File: config.mk
export PLATFORM = sky130hd
export DESIGN_NAME = clkrt_top
export DESIGN_NICKNAME = d
export VERILOG_FILES = /design/src/rtl/clkrt_pkg.sv /design/src/rtl/clkrt_pin_ctl.sv /design/src/rtl/clkrt_div2p.sv /design/src/rtl/clkrt_route.sv /design/src/rtl/clkrt_top.sv
export SDC_FILE = /design/constraint.sdc
export NUM_CORES = 1
export LEC_CHECK = 0
export ABC_AREA = 1
export CORE_MARGIN = 2
export CORE_UTILIZATION = 40
export CTS_CLUSTER_DIAMETER = 120
export CTS_CLUSTER_SIZE = 28
export DETAILED_ROUTE_END_ITERATION = 6
export DONT_BUFFER_PORTS = 1
export PLACE_DENSITY = 0.61
export REMOVE_ABC_BUFFERS = 1
export SLEW_MARGIN = 20
export SYNTH_ARGS = -nofsm -noshare
export SYNTH_HDL_FRONTEND = slang
export SYNTH_SLANG_ARGS = --single-unit
File: constraint.sdc
create_clock -name clk -period 4.1 [get_ports clk]
set_clock_uncertainty 0.05 [all_clocks]
set_input_delay 0.82 -clock clk [delete_from_list [all_inputs] [get_ports clk]]
set_output_delay 0.82 -clock clk [all_outputs]
set_load 0.01 [all_outputs]
File: src/rtl/clkrt_pkg.sv
package clkrt_pkg;

    localparam int POST_W = 14;
    localparam int PRE_W  = 5;
    localparam int FB_W   = 8;

    typedef enum logic [1:0] {
        MF_ENABLE  = 2'd0,
        MF_SLEEP   = 2'd1,
        MF_BANKSEL = 2'd2,
        MF_AUXCLK  = 2'd3
    } mf_mode_e;

    typedef enum logic [1:0] {
        MS_SYN_DIV  = 2'd0,
        MS_REF      = 2'd1,
        MS_REF_DIV  = 2'd2,
        MS_SYN_DIV3 = 2'd3
    } main_src_e;

    typedef enum logic [1:0] {
        AS_REF       = 2'd0,
        AS_REF_HALF  = 2'd1,
        AS_MAIN      = 2'd2,
        AS_MAIN_HALF = 2'd3
    } aux_src_e;

    typedef struct packed {
        logic out_en;
        logic sleep;
        logic bank_req;
        logic aux_drv;
    } pin_ctl_t;

    function automatic logic [POST_W-1:0] eff_post(input logic [POST_W-1:0] p);
        return (p == '0) ? POST_W'(1) : p;
    endfunction

endpackage

File: src/rtl/clkrt_pin_ctl.sv
module clkrt_pin_ctl
    import clkrt_pkg::*;
(
    input  logic     clk,
    input  logic     rst,
    input  mf_mode_e mode,
    input  logic     pin,
    output pin_ctl_t ctl
);

    logic pin_q;

    always_ff @(posedge clk) begin
        if (rst) pin_q <= 1'b1;
        else     pin_q <= pin;
    end

    always_comb begin
        ctl.out_en   = (mode == MF_ENABLE)  ? pin_q : 1'b1;
        ctl.sleep    = (mode == MF_SLEEP)   & ~pin_q;
        ctl.bank_req = (mode == MF_BANKSEL) ? pin_q : 1'b1;
        ctl.aux_drv  = (mode == MF_AUXCLK);
    end

endmodule

File: src/rtl/clkrt_div2p.sv
module clkrt_div2p #(
    parameter int CNT_W = clkrt_pkg::POST_W
) (
    input  logic             clk,
    input  logic             rst,
    input  logic             hold,
    input  logic             lvl,
    input  logic [CNT_W-1:0] p_eff,
    output logic             div_q
);

    logic             lvl_d;
    logic             rise;
    logic [CNT_W-1:0] cnt;

    assign rise = lvl & ~lvl_d;

    always_ff @(posedge clk) begin
        if (rst) lvl_d <= 1'b0;
        else     lvl_d <= lvl;
    end

    always_ff @(posedge clk) begin
        if (rst || hold) begin
            cnt   <= '0;
            div_q <= 1'b0;
        end else if (rise) begin
            if (cnt >= p_eff - CNT_W'(1)) begin
                cnt   <= '0;
                div_q <= ~div_q;
            end else begin
                cnt <= cnt + CNT_W'(1);
            end
        end
    end

    // the divided level only moves after a source rising edge
    p_toggle_on_edge_r1: assert property (@(posedge clk) disable iff (rst)
        (!$stable(div_q) && !$past(hold) && !$past(rst)) |-> $past(rise));

    // every toggle restarts the count
    p_count_restart_r1: assert property (@(posedge clk) disable iff (rst)
        (!$stable(div_q) && !$past(hold) && !$past(rst)) |-> (cnt == '0));

endmodule

File: src/rtl/clkrt_route.sv
module clkrt_route
    import clkrt_pkg::*;
(
    input  logic      clk,
    input  logic      rst,
    input  logic      hold,
    input  main_src_e main_want,
    input  aux_src_e  aux_want,
    input  logic      syn_div,
    input  logic      ref_lvl,
    input  logic      ref_div,
    input  logic      ref_half,
    input  logic      main_half,
    output logic      main_q,
    output logic      aux_q
);

    main_src_e main_act;
    aux_src_e  aux_act;
    logic      main_c;
    logic      aux_c;

    always_comb begin
        case (main_act)
            MS_REF:     main_c = ref_lvl;
            MS_REF_DIV: main_c = ref_div;
            default:    main_c = syn_div;
        endcase
    end

    always_comb begin
        case (aux_act)
            AS_REF:      aux_c = ref_lvl;
            AS_REF_HALF: aux_c = ref_half;
            AS_MAIN:     aux_c = main_q;
            default:     aux_c = main_half;
        endcase
    end

    always_ff @(posedge clk) begin
        if (rst || hold) begin
            main_act <= MS_SYN_DIV;
            aux_act  <= AS_REF;
            main_q   <= 1'b0;
            aux_q    <= 1'b0;
        end else begin
            if (!main_q) main_act <= main_want;
            if (!aux_q)  aux_act  <= aux_want;
            main_q <= main_c;
            aux_q  <= aux_c;
        end
    end

    // the main selection only moves while the main output is low
    p_main_sel_low_r8: assert property (@(posedge clk) disable iff (rst || hold)
        (!$stable(main_act) && !$past(hold) && !$past(rst)) |-> !$past(main_q));

    // the secondary selection only moves while its output is low
    p_aux_sel_low_r8: assert property (@(posedge clk) disable iff (rst || hold)
        (!$stable(aux_act) && !$past(hold) && !$past(rst)) |-> !$past(aux_q));

endmodule

File: src/rtl/clkrt_top.sv
module clkrt_top #(
    parameter int POST_W = clkrt_pkg::POST_W,
    parameter int PRE_W  = clkrt_pkg::PRE_W,
    parameter int FB_W   = clkrt_pkg::FB_W
) (
    input  logic              clk,
    input  logic              rst,
    input  logic              ref_in,
    input  logic              syn_in,
    input  logic [1:0]        mf_mode,
    input  logic              mf_pin,
    input  logic [POST_W-1:0] b0_post_div,
    input  logic [PRE_W-1:0]  b0_pre_div,
    input  logic [FB_W-1:0]   b0_fb_div,
    input  logic [1:0]        b0_main_sel,
    input  logic [1:0]        b0_aux_sel,
    input  logic [POST_W-1:0] b1_post_div,
    input  logic [PRE_W-1:0]  b1_pre_div,
    input  logic [FB_W-1:0]   b1_fb_div,
    input  logic [1:0]        b1_main_sel,
    input  logic [1:0]        b1_aux_sel,
    output logic              main_clk,
    output logic              main_clk_en,
    output logic              aux_clk,
    output logic              aux_clk_en,
    output logic [PRE_W-1:0]  pll_pre_div,
    output logic [FB_W-1:0]   pll_fb_div,
    output logic              pll_sleep,
    output logic              active_bank
);
    import clkrt_pkg::*;

    localparam int N_DIV   = 4;
    localparam int D_SYN   = 0;
    localparam int D_REF   = 1;
    localparam int D_RHALF = 2;
    localparam int D_MHALF = 3;

    logic              ref_s;
    logic              syn_s;
    pin_ctl_t          ctl;
    logic              bank_act;
    logic [POST_W-1:0] post_act;
    logic [POST_W-1:0] post_eff;
    main_src_e         main_want;
    aux_src_e          aux_want;
    logic              main_q;
    logic              aux_q;
    logic [N_DIV-1:0]  div_lvl;
    logic [N_DIV-1:0]  div_q;
    logic [POST_W-1:0] div_p [N_DIV];

    always_ff @(posedge clk) begin
        if (rst) begin
            ref_s <= 1'b0;
            syn_s <= 1'b0;
        end else begin
            ref_s <= ref_in;
            syn_s <= syn_in;
        end
    end

    clkrt_pin_ctl u_pin (
        .clk  (clk),
        .rst  (rst),
        .mode (mf_mode_e'(mf_mode)),
        .pin  (mf_pin),
        .ctl  (ctl)
    );

    always_ff @(posedge clk) begin
        if (rst)          bank_act <= 1'b1;
        else if (!main_q) bank_act <= ctl.bank_req;
    end

    always_comb begin
        post_act    = bank_act ? b1_post_div : b0_post_div;
        main_want   = main_src_e'(bank_act ? b1_main_sel : b0_main_sel);
        aux_want    = aux_src_e'(bank_act ? b1_aux_sel : b0_aux_sel);
        pll_pre_div = bank_act ? b1_pre_div : b0_pre_div;
        pll_fb_div  = bank_act ? b1_fb_div : b0_fb_div;
    end

    assign post_eff = eff_post(post_act);

    always_comb begin
        div_lvl          = '0;
        div_lvl[D_SYN]   = syn_s;
        div_lvl[D_REF]   = ref_s;
        div_lvl[D_RHALF] = ref_s;
        div_lvl[D_MHALF] = main_q;
        div_p[D_SYN]     = post_eff;
        div_p[D_REF]     = post_eff;
        div_p[D_RHALF]   = POST_W'(1);
        div_p[D_MHALF]   = POST_W'(1);
    end

    generate
        for (genvar g = 0; g < N_DIV; g++) begin : g_div
            clkrt_div2p #(.CNT_W(POST_W)) u_div (
                .clk   (clk),
                .rst   (rst),
                .hold  (ctl.sleep),
                .lvl   (div_lvl[g]),
                .p_eff (div_p[g]),
                .div_q (div_q[g])
            );
        end
    endgenerate

    clkrt_route u_route (
        .clk       (clk),
        .rst       (rst),
        .hold      (ctl.sleep),
        .main_want (main_want),
        .aux_want  (aux_want),
        .syn_div   (div_q[D_SYN]),
        .ref_lvl   (ref_s),
        .ref_div   (div_q[D_REF]),
        .ref_half  (div_q[D_RHALF]),
        .main_half (div_q[D_MHALF]),
        .main_q    (main_q),
        .aux_q     (aux_q)
    );

    assign main_clk    = main_q;
    assign aux_clk     = aux_q;
    assign main_clk_en = ctl.out_en & ~ctl.sleep;
    assign aux_clk_en  = ctl.aux_drv;
    assign pll_sleep   = ctl.sleep;
    assign active_bank = bank_act;

    // one edge after sleep is seen both clocks sit low
    p_sleep_quiet_r6: assert property (@(posedge clk) disable iff (rst)
        pll_sleep |=> (!main_clk && !aux_clk));

    // leaving sleep always starts from low outputs
    p_sleep_exit_low_r6: assert property (@(posedge clk) disable iff (rst)
        $fell(pll_sleep) |-> (!main_clk && !aux_clk));

    // bank changes are taken only during a low main phase
    p_bank_low_r7: assert property (@(posedge clk) disable iff (rst)
        (!$stable(bank_act) && !$past(rst)) |-> !$past(main_q));

    // driving the secondary clock leaves the other pin roles at their defaults
    p_aux_defaults_r9: assert property (@(posedge clk) disable iff (rst)
        aux_clk_en |-> (main_clk_en && !pll_sleep));

endmodule

==> metrics.md, run 1 <==
| Metric | Value |
|---|---|
| Placed cell count | `651` |
| Syn avg cell area | `6.34 µm²` |
| Synthesis warning total | `0` |
| Top cells by area, synth | `dfxtp_1 (26%), nand2_1 (18%), inv_1 (8.5%)` |
| Top cell type's share of synthesized area | `25.8%` |
| H-tree depth | `2` |
| Placed wire-length estimate | `about 7100 µm` |
| Via count | `3,279` |
| DR iter-0 viols | `149` |
| Crit path max fanout | `30` |
| Ys flop type | `dfxtp_1` |
| Most common cell in the netlist | `nand2_1` |
| FP Rows | `34` |
| Fin crit share | `90.4%` |
| # IOs | `88` |
| CTS tree | `done` |
| Crit start category | `flip-flop` |
| Post-Syn Instances | `550` |
| Cell variety after synth | `38` |
| Worst Max-Slew Pin Slew | `0.628 ns` |
| DR pass1 iterations | `4` |
| Crit path time final | `3.71 ns` |
| Leakage power | `about 1.7 nW` |
| Worst slew margin | `58.0%` |
| Pwr per Cell Area | `243 nW/µm²` |
| Syn-to-layout area delta | `5.20%` |
| Initial core utilization | `40.6%` |
| CP Data Required Time | `4.24 ns` |
| Vias in the first global route | `3,114` |
| Max-slew violation count | `0` |
| Crit Path Category | `flip-flop to flip-flop` |
| Antenna diode count | `0` |
| Filler cell count | `approximately 900` |
| Nets | `640` |
| Seq. cell area | `901 µm²` |
| Die Area | `9480 µm²` |
| TritonCTS Sinks | `45` |
| Multi-input logic area | `2210 µm²` |
| Antenna violations before repair | `0` |
| Synth Register Bits | `45` |
| GPL Wtd Cong | `0.948` |
| Tightest Hold Check Type | `flip-flop to flip-flop` |
| Setup_tns | `0 ns` |
| Grt ovf | `0` |
| Setup violators final | `0` |
| Root Driver | `clkbuf_8` |
| Global-route wire length before repair | `14,500 µm` |
| Final wirelength | `approximately 8700 µm` |
| Commonest cells post-synth | `nand2_1 (167), inv_1 (79), nor2_1 (65)` |
| Clock-pin slew on the worst setup and hold paths | `0.10 ns` |
| RSZ-0062 raised after global routing | `no` |
| Critical path capture point type | `flip-flop` |
| DR vias/cell | `4.98` |
| Seq/Total Area, Yosys | `25.8%` |
| VDD IR max | `0.172 mV` |
| Post-CTS Hold Fix Bufs | `0` |
| GRT Resource Usage Total | `18.8%` |
| Pin count of the biggest net entering global routing | `32` |
| Die Y | `97.4 µm` |
| Syn Std Cell Area | `3490 µm²` |
| Synth async-reset ratio | `0%` |
| Outcome | `complete, no violations` |
| DRC | `0` |
| Final Hold Viols | `0` |
| Layout cells sized above 1 | `9.26%` |
| Remaining antenna violation count | `0` |
| CTS Buf Count | `5` |
| DP Worst Slack | `0.320 ns` |
| Per-cell routed wire length | `13.2 µm` |
| Post-Layout Cell Count | `approximately 660` |
| Worst setup slack after layout | `slightly below 0.4 ns` |
| DIE WIDTH | `97.4 µm` |
| Max Root-Sink Buffers | `2` |
| Core footprint | `8590 µm²` |
| Crit path arrival time | `3.84 ns` |
| Fmax achieved | `between 200 and 300 MHz` |
| Port-buffer cells | `0` |
| Number of synthesized flops with an enable pin | `0` |
| Max-cap violations | `0` |
| Synth area leader | `dfxtp_1` |
| Worst-skew pair later-pin latency | `between 0.3 and 0.4 ns` |
metrics by stage:
stage                     hold slack [ns]  area [µm²]  total power, mW  utilization (%)
after CTS                           0.390        3660            0.897             42.6
after floorplan                     0.360        3420            0.580                -
after detailed placement            0.377        3570            0.612             41.6
after global routing                0.434        3670            0.936             42.7
after global placement              0.370        3570            0.610             41.6
final                               0.388        3670            0.892             42.7
what timing repair did:
action / in CTS / in global routing
setup endpoints to repair: 0 / 26
gates resized for setup: 0 / 3
setup buffers: 0 / 0
cells in the final DEF, fill, tap and decap left out, drive strengths merged:
cell type  netlist  routed
dfxtp           45      45
nand3b           3       3
o21a             1       1
a31o             3       3
a221oi           1       1
clkinvlp         0       1
nand4           11      11
nor4             5       5
a32oi            1       1
inv             81      82
buf              7       2
or2              1       1
o21ai           12      12
a31oi            2       2
ha              21      21
xor2            27      27
clkinv           2       3
nor2            81      81
clkbuf           2       5
a21oi           14      14
nor3             7       7
nand3           37      37
xnor3            2       2
o211ai           1       1
xnor2            4       4
nand2          179     179
registers in the layout, summed over array words and instances (netlist names):
signal and count:
active_bank 1, g_div.u_div.cnt 28, g_div.u_div.div_q 4, g_div.u_div.lvl_d 3, ref_s 1, syn_s 1, u_pin.pin_q 1, u_route.aux_act 2
u_route.aux_q 1, u_route.main_act 2, u_route.main_q 1
worst paths after layout:
kind                                                from                                 end  slack [ns]  cells after the start
worst min register to register          syn_s$_SDFF_PP0_     g_div[0].u_div.lvl_d$_SDFF_PP0_        0.39                      2
worst min-delay path                    syn_s$_SDFF_PP0_     g_div[0].u_div.lvl_d$_SDFF_PP0_        0.39                      2
worst max register to register  active_bank$_SDFFE_PP1N_  g_div[1].u_div.cnt[8]$_SDFFE_PP0P_        0.39                     26
worst max-delay path            active_bank$_SDFFE_PP1N_  g_div[1].u_div.cnt[8]$_SDFFE_PP0P_        0.39                     26
report_power, final:
group	total, mW	switching (mW)	internal (mW)
Clock	0.290	0.169	0.121
Sequential	0.455	0.00828	0.447
Combinational	0.147	0.0982	0.0491
Total	0.892	0.275	0.617
worst max-delay path, stage by stage, from the launching register on:
cell and delay (ns):
dfxtp_1 0.46, buf_6 0.28, nand2_1 0.08, nand2_1 0.19
nor2_2 0.07, nand2_1 0.07, nor2_2 0.05, a21oi_1 0.26
ha_1 0.28, xor2_1 0.16, inv_1 0.07, ha_1 0.27
nand2_1 0.05, nand2_1 0.06, nand2_1 0.05, nand2_1 0.06
nand2_1 0.05, nand2_1 0.05, nand2_1 0.04, nand2_1 0.05
nand3_1 0.06, nor2_1 0.11, nand3_1 0.13, nand3_2 0.13
nand2_1 0.07, nand2_2 0.29, nor2_1 0.07
final cells by class:
class / instances / area share (%)
multi-input combinational: 413 / 60.2
sequential: 45 / 24.5
inverter: 83 / 8.56
tap: 108 / 3.68
clock buffer: 5 / 1.88
clock inverter: 3 / 0.580
timing repair buffer: 2 / 0.511
cells by family after synthesis:
logic type      count (synthesis)  synth area share, %
simple gates                  324                 40.6
buf+inv                        92                 10.8
flops                          45                 25.8
compound gates                 35                 5.99
xor+xnor                       33                 9.29
fa+ha+maj                      21                 7.53
layer usage:
metal  GRT usage [%]  vias to the layer above  routed length, µm
met5               0                        -                  0
met4            5.98                        0                189
met3            3.31                       12                539
met2            32.3                       91               4140
met1            23.9                     1460               3860
li1                -                     1716                  -
Power figures use the tool's default switching activity.
==> inputs of run 2 (changes only) <==
--- a/config.mk
+++ b/config.mk
@@ -6,6 +6,7 @@
 export NUM_CORES = 1
 export LEC_CHECK = 0
 export ABC_AREA = 1
+export CAP_MARGIN = 10
 export CORE_MARGIN = 2
 export CORE_UTILIZATION = 40
 export CTS_CLUSTER_DIAMETER = 120
==> constraint.sdc (replaced) <==
create_clock -name clk -period 4.1 [get_ports clk]
set_clock_uncertainty 0.05 [all_clocks]
set_input_delay 0.82 -clock clk [delete_from_list [all_inputs] [get_ports clk]]
set_output_delay 0.82 -clock clk [all_outputs]
set_load 0.1 [all_outputs]
==> metrics.md, run 2 (synthesized netlist as in run 1, its figures left out) <==
| Metric | Value |
|---|---|
| Post-CTS Hold Fix Bufs | `0 (unchanged)` |
| Final Hold Viols | `0 (unchanged)` |
| Post-CTS Setup Inserts | `0 (unchanged)` |
| Reg2reg end | `g_div[1].u_div.cnt[7]$_SDFFE_PP0P_` |
| Crit path time final | `3.66 ns (-0.0497 ns)` |
| Post-Layout Cell Count | `659 (unchanged)` |
| CTS Buf Count | `5 (unchanged)` |
| Crit path max fanout | `33 (+10%)` |
| Initial core utilization | `40.6% (unchanged)` |
| Port-buffer cells | `0 (unchanged)` |
| Combinational power share | `22.4% (+5.9 points)` |
| CTS tree | `done` |
| Global-route wire length before repair | `14,000 µm (-3.6%)` |
| Layout cells sized above 1 | `9.62% (+0.36 points)` |
| Placed cell count | `652 (+0.15%)` |
| Leakage power | `1.69 nW (+0.12%)` |
| Syn-to-layout area delta | `5.49%` |
| Post-cts gate resize count | `0 (unchanged)` |
| Most common cell after layout, fill and taps aside | `nand2_1` |
| Per-cell routed wire length | `12.7 µm (-4.2%)` |
| Antenna diode count | `0 (unchanged)` |
| Die Area | `9480 µm² (unchanged)` |
| Setup_tns | `0 ns (unchanged)` |
| Root Driver | `clkbuf_8` |
| Filler cell count | `913 (+0.11%)` |
| DR pass1 iterations | `4 (unchanged)` |
| Crit Path Category | `flip-flop to flip-flop` |
| Worst Max-Slew Pin Slew | `1.05 ns (+0.426 ns)` |
| Remaining antenna violation count | `0 (unchanged)` |
| Regs by FF count | `g_div.u_div.cnt (28), g_div.u_div.div_q (4), g_div.u_div.lvl_d (3)` |
| Tightest Hold Check Type | `flip-flop to flip-flop` |
| Die Y | `97.4 µm (unchanged)` |
| Total power | `950 µW (+6.5%)` |
| TritonCTS Sinks | `45 (unchanged)` |
| FP Rows | `34 (unchanged)` |
| Clock-pin slew on the worst setup and hold paths | `0.09 ns (about the same)` |
| RSZ-0062 raised after global routing | `no` |
| # IOs | `88 (unchanged)` |
| GPL Wtd Cong | `0.894 (-5.7%)` |
| Fin crit share | `89.2% (-1.2 points)` |
| Nets | `641 (+0.16%)` |
| Max Root-Sink Buffers | `2 (unchanged)` |
| Pwr per Cell Area | `258 nW/µm² (+6.2%)` |
| Hold path start | `syn_s$_SDFF_PP0_` |
| Post-layout util | `42.8% (+0.12 points)` |
| Worst slew margin | `29.6% (-28 points)` |
| Max-slew violation count | `0 (unchanged)` |
| Sw Pwr | `336 µW (+22%)` |
| Clk network pwr share | `29.0% (-3.5 points)` |
| Pint | `614 µW (-0.52%)` |
| Reg2Reg Depth | `26 (unchanged)` |
| Commonest cells after routing, fill and taps aside | `nand2_1 (167), inv_1 (79), nor2_1 (64)` |
| Worst-skew pair later-pin latency | `0.30 ns (about the same)` |
| Core footprint | `8590 µm² (unchanged)` |
| Final instance area | `3680 µm² (+0.27%)` |
| Max-cap violations | `0 (unchanged)` |
| Seq pwr share | `48.6% (-2.4 points)` |
| Worst hold path depth | `2 (unchanged)` |
| DRC | `0 (unchanged)` |
| Grt ovf | `0 (unchanged)` |
| DP Area | `3580 µm² (+0.32%)` |
| Antenna violations before repair | `0 (unchanged)` |
| VDD IR max | `0.153 mV (-11%)` |
| DIE WIDTH | `97.4 µm (unchanged)` |
| Placed wire-length estimate | `6850 µm (-3.5%)` |
| Vias in the first global route | `3,056 (-1.9%)` |
| Setup violators final | `0 (unchanged)` |
| Crit path arrival time | `3.79 ns (-0.05 ns)` |
| Final wirelength | `8360 µm (-4.2%)` |
| Biggest register | `g_div.u_div.cnt` |
| DR iter-0 viols | `167 (+12%)` |
| Register-to-register setup slack | `0.44 ns (+0.05 ns)` |
| Pin count of the biggest net entering global routing | `34 (+6.3%)` |
| H-tree depth | `2 (unchanged)` |
| Via count | `3,263 (-0.49%)` |
| DR vias/cell | `4.95 (-0.49%)` |
| Reg-to-Reg Start | `active_bank$_SDFFE_PP1N_` |
| GRT Resource Usage Total | `18.0% (-0.76 points)` |
| CP Data Required Time | `4.23 ns (about the same)` |
| Hold Crit Endpoint | `g_div[0].u_div.lvl_d$_SDFF_PP0_` |
| Critical path capture point type | `flip-flop` |
| Max reg flops | `28 (unchanged)` |
| Fmax achieved | `273 MHz (+1.4%)` |
| Crit start category | `flip-flop` |
| Outcome | `complete, no violations` |
| Switching part of the total | `35.4% (+4.6 points)` |
run 2: area by class of cell:
type,count,area [µm²],share of cell area (%)
multi-input combinational,413,2210,60.1
sequential,45,902,24.5
inverter,83,314,8.53
tap,108,135,3.67
clock buffer,5,68.8,1.87
timing repair buffer,3,30.0,0.816
clock inverter,2,16.3,0.442
run 2: power by group through the flow:
| stage | Sequential (mW) | Combinational, mW | Clock, mW |
|---|---|---|---|
| 3_5_place_dp | 0.472 | 0.212 | 0 |
| 3_3_place_gp | 0.472 | 0.211 | 0 |
| 2_1_floorplan | 0.472 | 0.180 | 0 |
| 4_1_cts | 0.462 | 0.213 | 0.284 |
| 5_1_grt | 0.463 | 0.234 | 0.308 |
| 6_report | 0.462 | 0.213 | 0.276 |
run 2: routing by layer:
layer	part of all wire, %	GRT usage [%]	up-vias
li1	-	-	1717
met1	46	22.4	1461
met2	49	32.3	76
met3	4.5	3.53	9
met4	1.0	3.74	0
met5	0	0	-
run 2: worst max path at each step:
| stage | start | endpoint | slack (ns) | cells after the start |
|---|---|---|---|---|
| floorplan | active_bank$_SDFFE_PP1N_ | g_div[1].u_div.cnt[12]$_SDFFE_PP0P_ | -0.46 | 26 |
| global placement | active_bank$_SDFFE_PP1N_ | g_div[1].u_div.cnt[12]$_SDFFE_PP0P_ | 0.44 | 26 |
| detailed placement | active_bank$_SDFFE_PP1N_ | g_div[1].u_div.cnt[7]$_SDFFE_PP0P_ | 0.29 | 26 |
| CTS | active_bank$_SDFFE_PP1N_ | g_div[1].u_div.cnt[7]$_SDFFE_PP0P_ | 0.26 | 26 |
| global route | active_bank$_SDFFE_PP1N_ | g_div[1].u_div.cnt[8]$_SDFFE_PP0P_ | 0.03 | 26 |
| finish | active_bank$_SDFFE_PP1N_ | g_div[1].u_div.cnt[7]$_SDFFE_PP0P_ | 0.44 | 26 |
run 2: critical path, stage by stage (launching register included):
cell and delay (ns):
dfxtp_2 0.37, buf_8 0.32, nand2_1 0.12, nand2_2 0.16, nor2_1 0.07, nand2_2 0.09
nor2_2 0.05, a21oi_1 0.27, ha_1 0.27, xor2_1 0.16, inv_1 0.09, ha_1 0.27
nand2_1 0.05, nand2_1 0.05, nand2_1 0.04, nand2_1 0.05, nand2_1 0.05, nand2_1 0.06
nand2_1 0.05, nand2_1 0.06, nand3_1 0.07, nor2_1 0.10, nand3_1 0.12, nand3_2 0.12
nand2_1 0.06, nand2_2 0.28, nor2_1 0.08
run 2: per-stage QoR:
stage | hold WS (ns) | setup slack [ns]
floorplan | 0.360 | -0.463
CTS | 0.389 | 0.263
global route | 0.398 | 0.0312
finish | 0.384 | 0.442
global placement | 0.369 | 0.439
detailed placement | 0.374 | 0.286
==> inputs of run 3 (changes only) <==
--- a/config.mk
+++ b/config.mk
@@ -13,7 +13,8 @@
 export CTS_CLUSTER_SIZE = 28
 export DETAILED_ROUTE_END_ITERATION = 6
 export DONT_BUFFER_PORTS = 1
-export PLACE_DENSITY = 0.61
+export MAX_ROUTING_LAYER = met4
+export PLACE_DENSITY = 0.57
 export REMOVE_ABC_BUFFERS = 1
 export SLEW_MARGIN = 20
 export SYNTH_ARGS = -nofsm -noshare
==> metrics.md, run 3 (synthesized netlist as in run 1, its figures left out) <==
| Metric | Value |
|---|---|
| Pin count of the biggest net entering global routing | `34 (unchanged)` |
| Port-buffer cells | `0 (unchanged)` |
| Clk network pwr share | `30.5% (+1.5 points)` |
| Commonest cells after routing, fill and taps aside | `nand2_1 (167), inv_1 (79), nor2_1 (64)` |
| Switching part of the total | `34.6% (-0.77 points)` |
| Crit Path Category | `flip-flop to flip-flop` |
| Root Driver | `clkbuf_8` |
| Hold path start | `syn_s$_SDFF_PP0_` |
| Syn-to-layout area delta | `5.81%` |
| Post-CTS Setup Inserts | `0 (unchanged)` |
| Worst Max-Slew Pin Slew | `1.05 ns (-0.00592 ns)` |
| Layout cells sized above 1 | `9.95% (+0.33 points)` |
| Crit path arrival time | `3.73 ns (-0.06 ns)` |
| Post-CTS Hold Fix Bufs | `0 (unchanged)` |
| Max Root-Sink Buffers | `2 (unchanged)` |
| Max reg flops | `28 (unchanged)` |
| Grt ovf | `0 (unchanged)` |
| Reg2reg end | `g_div[1].u_div.cnt[8]$_SDFFE_PP0P_` |
| Die Area | `9480 µm² (unchanged)` |
| Crit path max fanout | `31 (-6.1%)` |
| H-tree depth | `2 (unchanged)` |
| DRC | `0 (unchanged)` |
| Per-cell routed wire length | `12.4 µm (-1.9%)` |
| Post-Layout Cell Count | `661 (+0.30%)` |
| Critical path capture point type | `flip-flop` |
| Via count | `3,182 (-2.5%)` |
| Crit path max-delay cell type | `inv_2` |
| DR pass1 iterations | `4 (unchanged)` |
| Antenna violations before repair | `0 (unchanged)` |
| GRT Resource Usage Total | `17.7% (-0.31 points)` |
| Leakage power | `1.70 nW (+0.52%)` |
| Clock-pin slew on the worst setup and hold paths | `0.09 ns (about the same)` |
| Filler cell count | `917 (+0.44%)` |
| Cell mode on critical path | `nand2_1` |
| Total power | `971 µW (+2.2%)` |
| Hold Crit Endpoint | `g_div[0].u_div.lvl_d$_SDFF_PP0_` |
| Crit path largest cell delay | `0.37 ns (about the same)` |
| CP Buf/Inv Count | `2 (unchanged)` |
| TritonCTS Sinks | `45 (unchanged)` |
| Hold slack | `0.383 ns (-0.00117 ns)` |
| Combinational power share | `22.0% (-0.4 points)` |
| Fin crit share | `87.9% (-1.3 points)` |
| DR vias/cell | `4.81 (-2.8%)` |
| CTS tree | `done` |
| Worst setup slack after layout | `0.497 ns (+0.0551 ns)` |
| Met2 WL | `3900 µm (-3.9%)` |
| Pwr per Cell Area | `263 nW/µm² (+1.9%)` |
| Post-cts gate resize count | `0 (unchanged)` |
| Die Y | `97.4 µm (unchanged)` |
| # IOs | `88 (unchanged)` |
| CP Data Required Time | `4.23 ns (about the same)` |
| Final Hold Viols | `0 (unchanged)` |
| VDD IR max | `0.142 mV (-7.3%)` |
| Max-cap violations | `0 (unchanged)` |
| Initial core utilization | `40.6% (unchanged)` |
| Fmax achieved | `278 MHz (+1.5%)` |
| Vias in the first global route | `2,898 (-5.2%)` |
| Remaining antenna violation count | `0 (unchanged)` |
| Tightest Hold Check Type | `flip-flop to flip-flop` |
| Regs by FF count | `g_div.u_div.cnt (28), g_div.u_div.div_q (4), g_div.u_div.lvl_d (3)` |
| GPL Wtd Cong | `0.896 (+0.26%)` |
| Reg2Reg Depth | `26 (unchanged)` |
| Final wirelength | `8220 µm (-1.6%)` |
| Reg-to-Reg Start | `active_bank$_SDFFE_PP1N_` |
| WL met1 | `3900 µm (+1.8%)` |
| Antenna diode count | `0 (unchanged)` |
| FP Rows | `34 (unchanged)` |
| Multi-input logic area | `2210 µm² (unchanged)` |
| Core footprint | `8590 µm² (unchanged)` |
| Top Metal Used | `met4` |
| Seq pwr share | `47.5% (-1.1 points)` |
| Placed wire-length estimate | `6770 µm (-1.2%)` |
| CTS Buf Count | `5 (unchanged)` |
| DR iter-0 viols | `152 (-9.0%)` |
| Crit start category | `flip-flop` |
| Top cell family by delay on the critical path | `simple AND/OR/NAND/NOR gates` |
| Met3 wire len | `327 µm (-14%)` |
| Pint | `635 µW (+3.4%)` |
| Seq. cell area | `902 µm² (unchanged)` |
| Placed cell count | `653 (+0.15%)` |
| Nets | `642 (+0.16%)` |
| Global-route wire length before repair | `13,400 µm (-4.0%)` |
| Outcome | `complete, no violations` |
| Worst hold path depth | `2 (unchanged)` |
| Setup violators final | `0 (unchanged)` |
| Worst slew margin | `30.0% (+0.40 points)` |
| Max-slew violation count | `0 (unchanged)` |
| Crit path time final | `3.60 ns (-0.0551 ns)` |
| RSZ-0062 raised after global routing | `no` |
| DIE WIDTH | `97.4 µm (unchanged)` |
| Worst-skew pair later-pin latency | `0.30 ns (about the same)` |
| DP Worst Slack | `0.444 ns (+0.158 ns)` |
| Most common cell after layout, fill and taps aside | `nand2_1` |
| Biggest register | `g_div.u_div.cnt` |
| Sw Pwr | `336 µW (about the same)` |
| Register-to-register setup slack | `0.50 ns (+0.06 ns)` |
-- run 3: power by group through the flow --
stage | logic (mW) | clock network [mW] | registers (mW)
after floorplan | 0.180 | 0 | 0.472
after global placement | 0.213 | 0 | 0.472
final | 0.214 | 0.296 | 0.461
after CTS | 0.215 | 0.313 | 0.462
after detailed placement | 0.214 | 0 | 0.472
after global routing | 0.235 | 0.328 | 0.463
-- run 3: cell type report --
type	count	share of cell area (%)
Multi-Input combinational cell	413	60.0
Sequential cell	45	24.4
Inverter	83	8.44
Tap cell	108	3.66
Clock buffer	6	2.24
Timing Repair Buffer	4	0.814
Clock inverter	2	0.441
-- run 3: worst max-delay path by stage --
| stage | start | depth (start not counted) | to | slack (ns) |
|---|---|---|---|---|
| floorplan | active_bank$_SDFFE_PP1N_ | 26 | g_div[1].u_div.cnt[12]$_SDFFE_PP0P_ | -0.46 |
| global placement | b0_post_div[2] | 25 | g_div[1].u_div.cnt[7]$_SDFFE_PP0P_ | 0.46 |
| detailed placement | b1_post_div[13] | 23 | g_div[1].u_div.cnt[7]$_SDFFE_PP0P_ | 0.44 |
| CTS | active_bank$_SDFFE_PP1N_ | 23 | g_div[1].u_div.cnt[12]$_SDFFE_PP0P_ | 0.47 |
| global route | active_bank$_SDFFE_PP1N_ | 26 | g_div[0].u_div.cnt[11]$_SDFFE_PP0P_ | 0.01 |
| finish | active_bank$_SDFFE_PP1N_ | 26 | g_div[1].u_div.cnt[8]$_SDFFE_PP0P_ | 0.50 |
-- run 3: routing by layer --
layer | global-route usage [%] | up-vias
met3 | 3.02 | 8
met4 | 3.95 | 0
met5 | - | -
met1 | 22.0 | 1388
met2 | 30.3 | 64
li1 | - | 1722
-- run 3: per-stage QoR --
stage | area [µm²] | utilization [%] | TNS [ns]
after floorplan | 3420 | - | -11.62
after global placement | 3590 | 41.8 | 0
after detailed placement | 3590 | 41.8 | 0
after global routing | 3690 | 43.0 | 0
final | 3690 | 43.0 | 0
after CTS | 3690 | 43.0 | 0
-- run 3: worst reg2reg max path, cell delays in order (launching register included) --
cell and delay [ns]:
dfxtp_2 0.33, inv_2 0.37, nand2_1 0.13, nand2_2 0.18
nor2_1 0.07, nand2_2 0.08, nor2_2 0.05, a21oi_1 0.27
ha_1 0.27, xor2_1 0.15, inv_1 0.08, ha_1 0.28
nand2_1 0.05, nand2_1 0.05, nand2_1 0.05, nand2_1 0.05
nand2_1 0.04, nand2_1 0.05, nand2_1 0.04, nand2_1 0.05
nand3_1 0.07, nor2_1 0.09, nand3_1 0.11, nand3_2 0.11
nand2_1 0.06, nand2_2 0.28, nor2_1 0.08
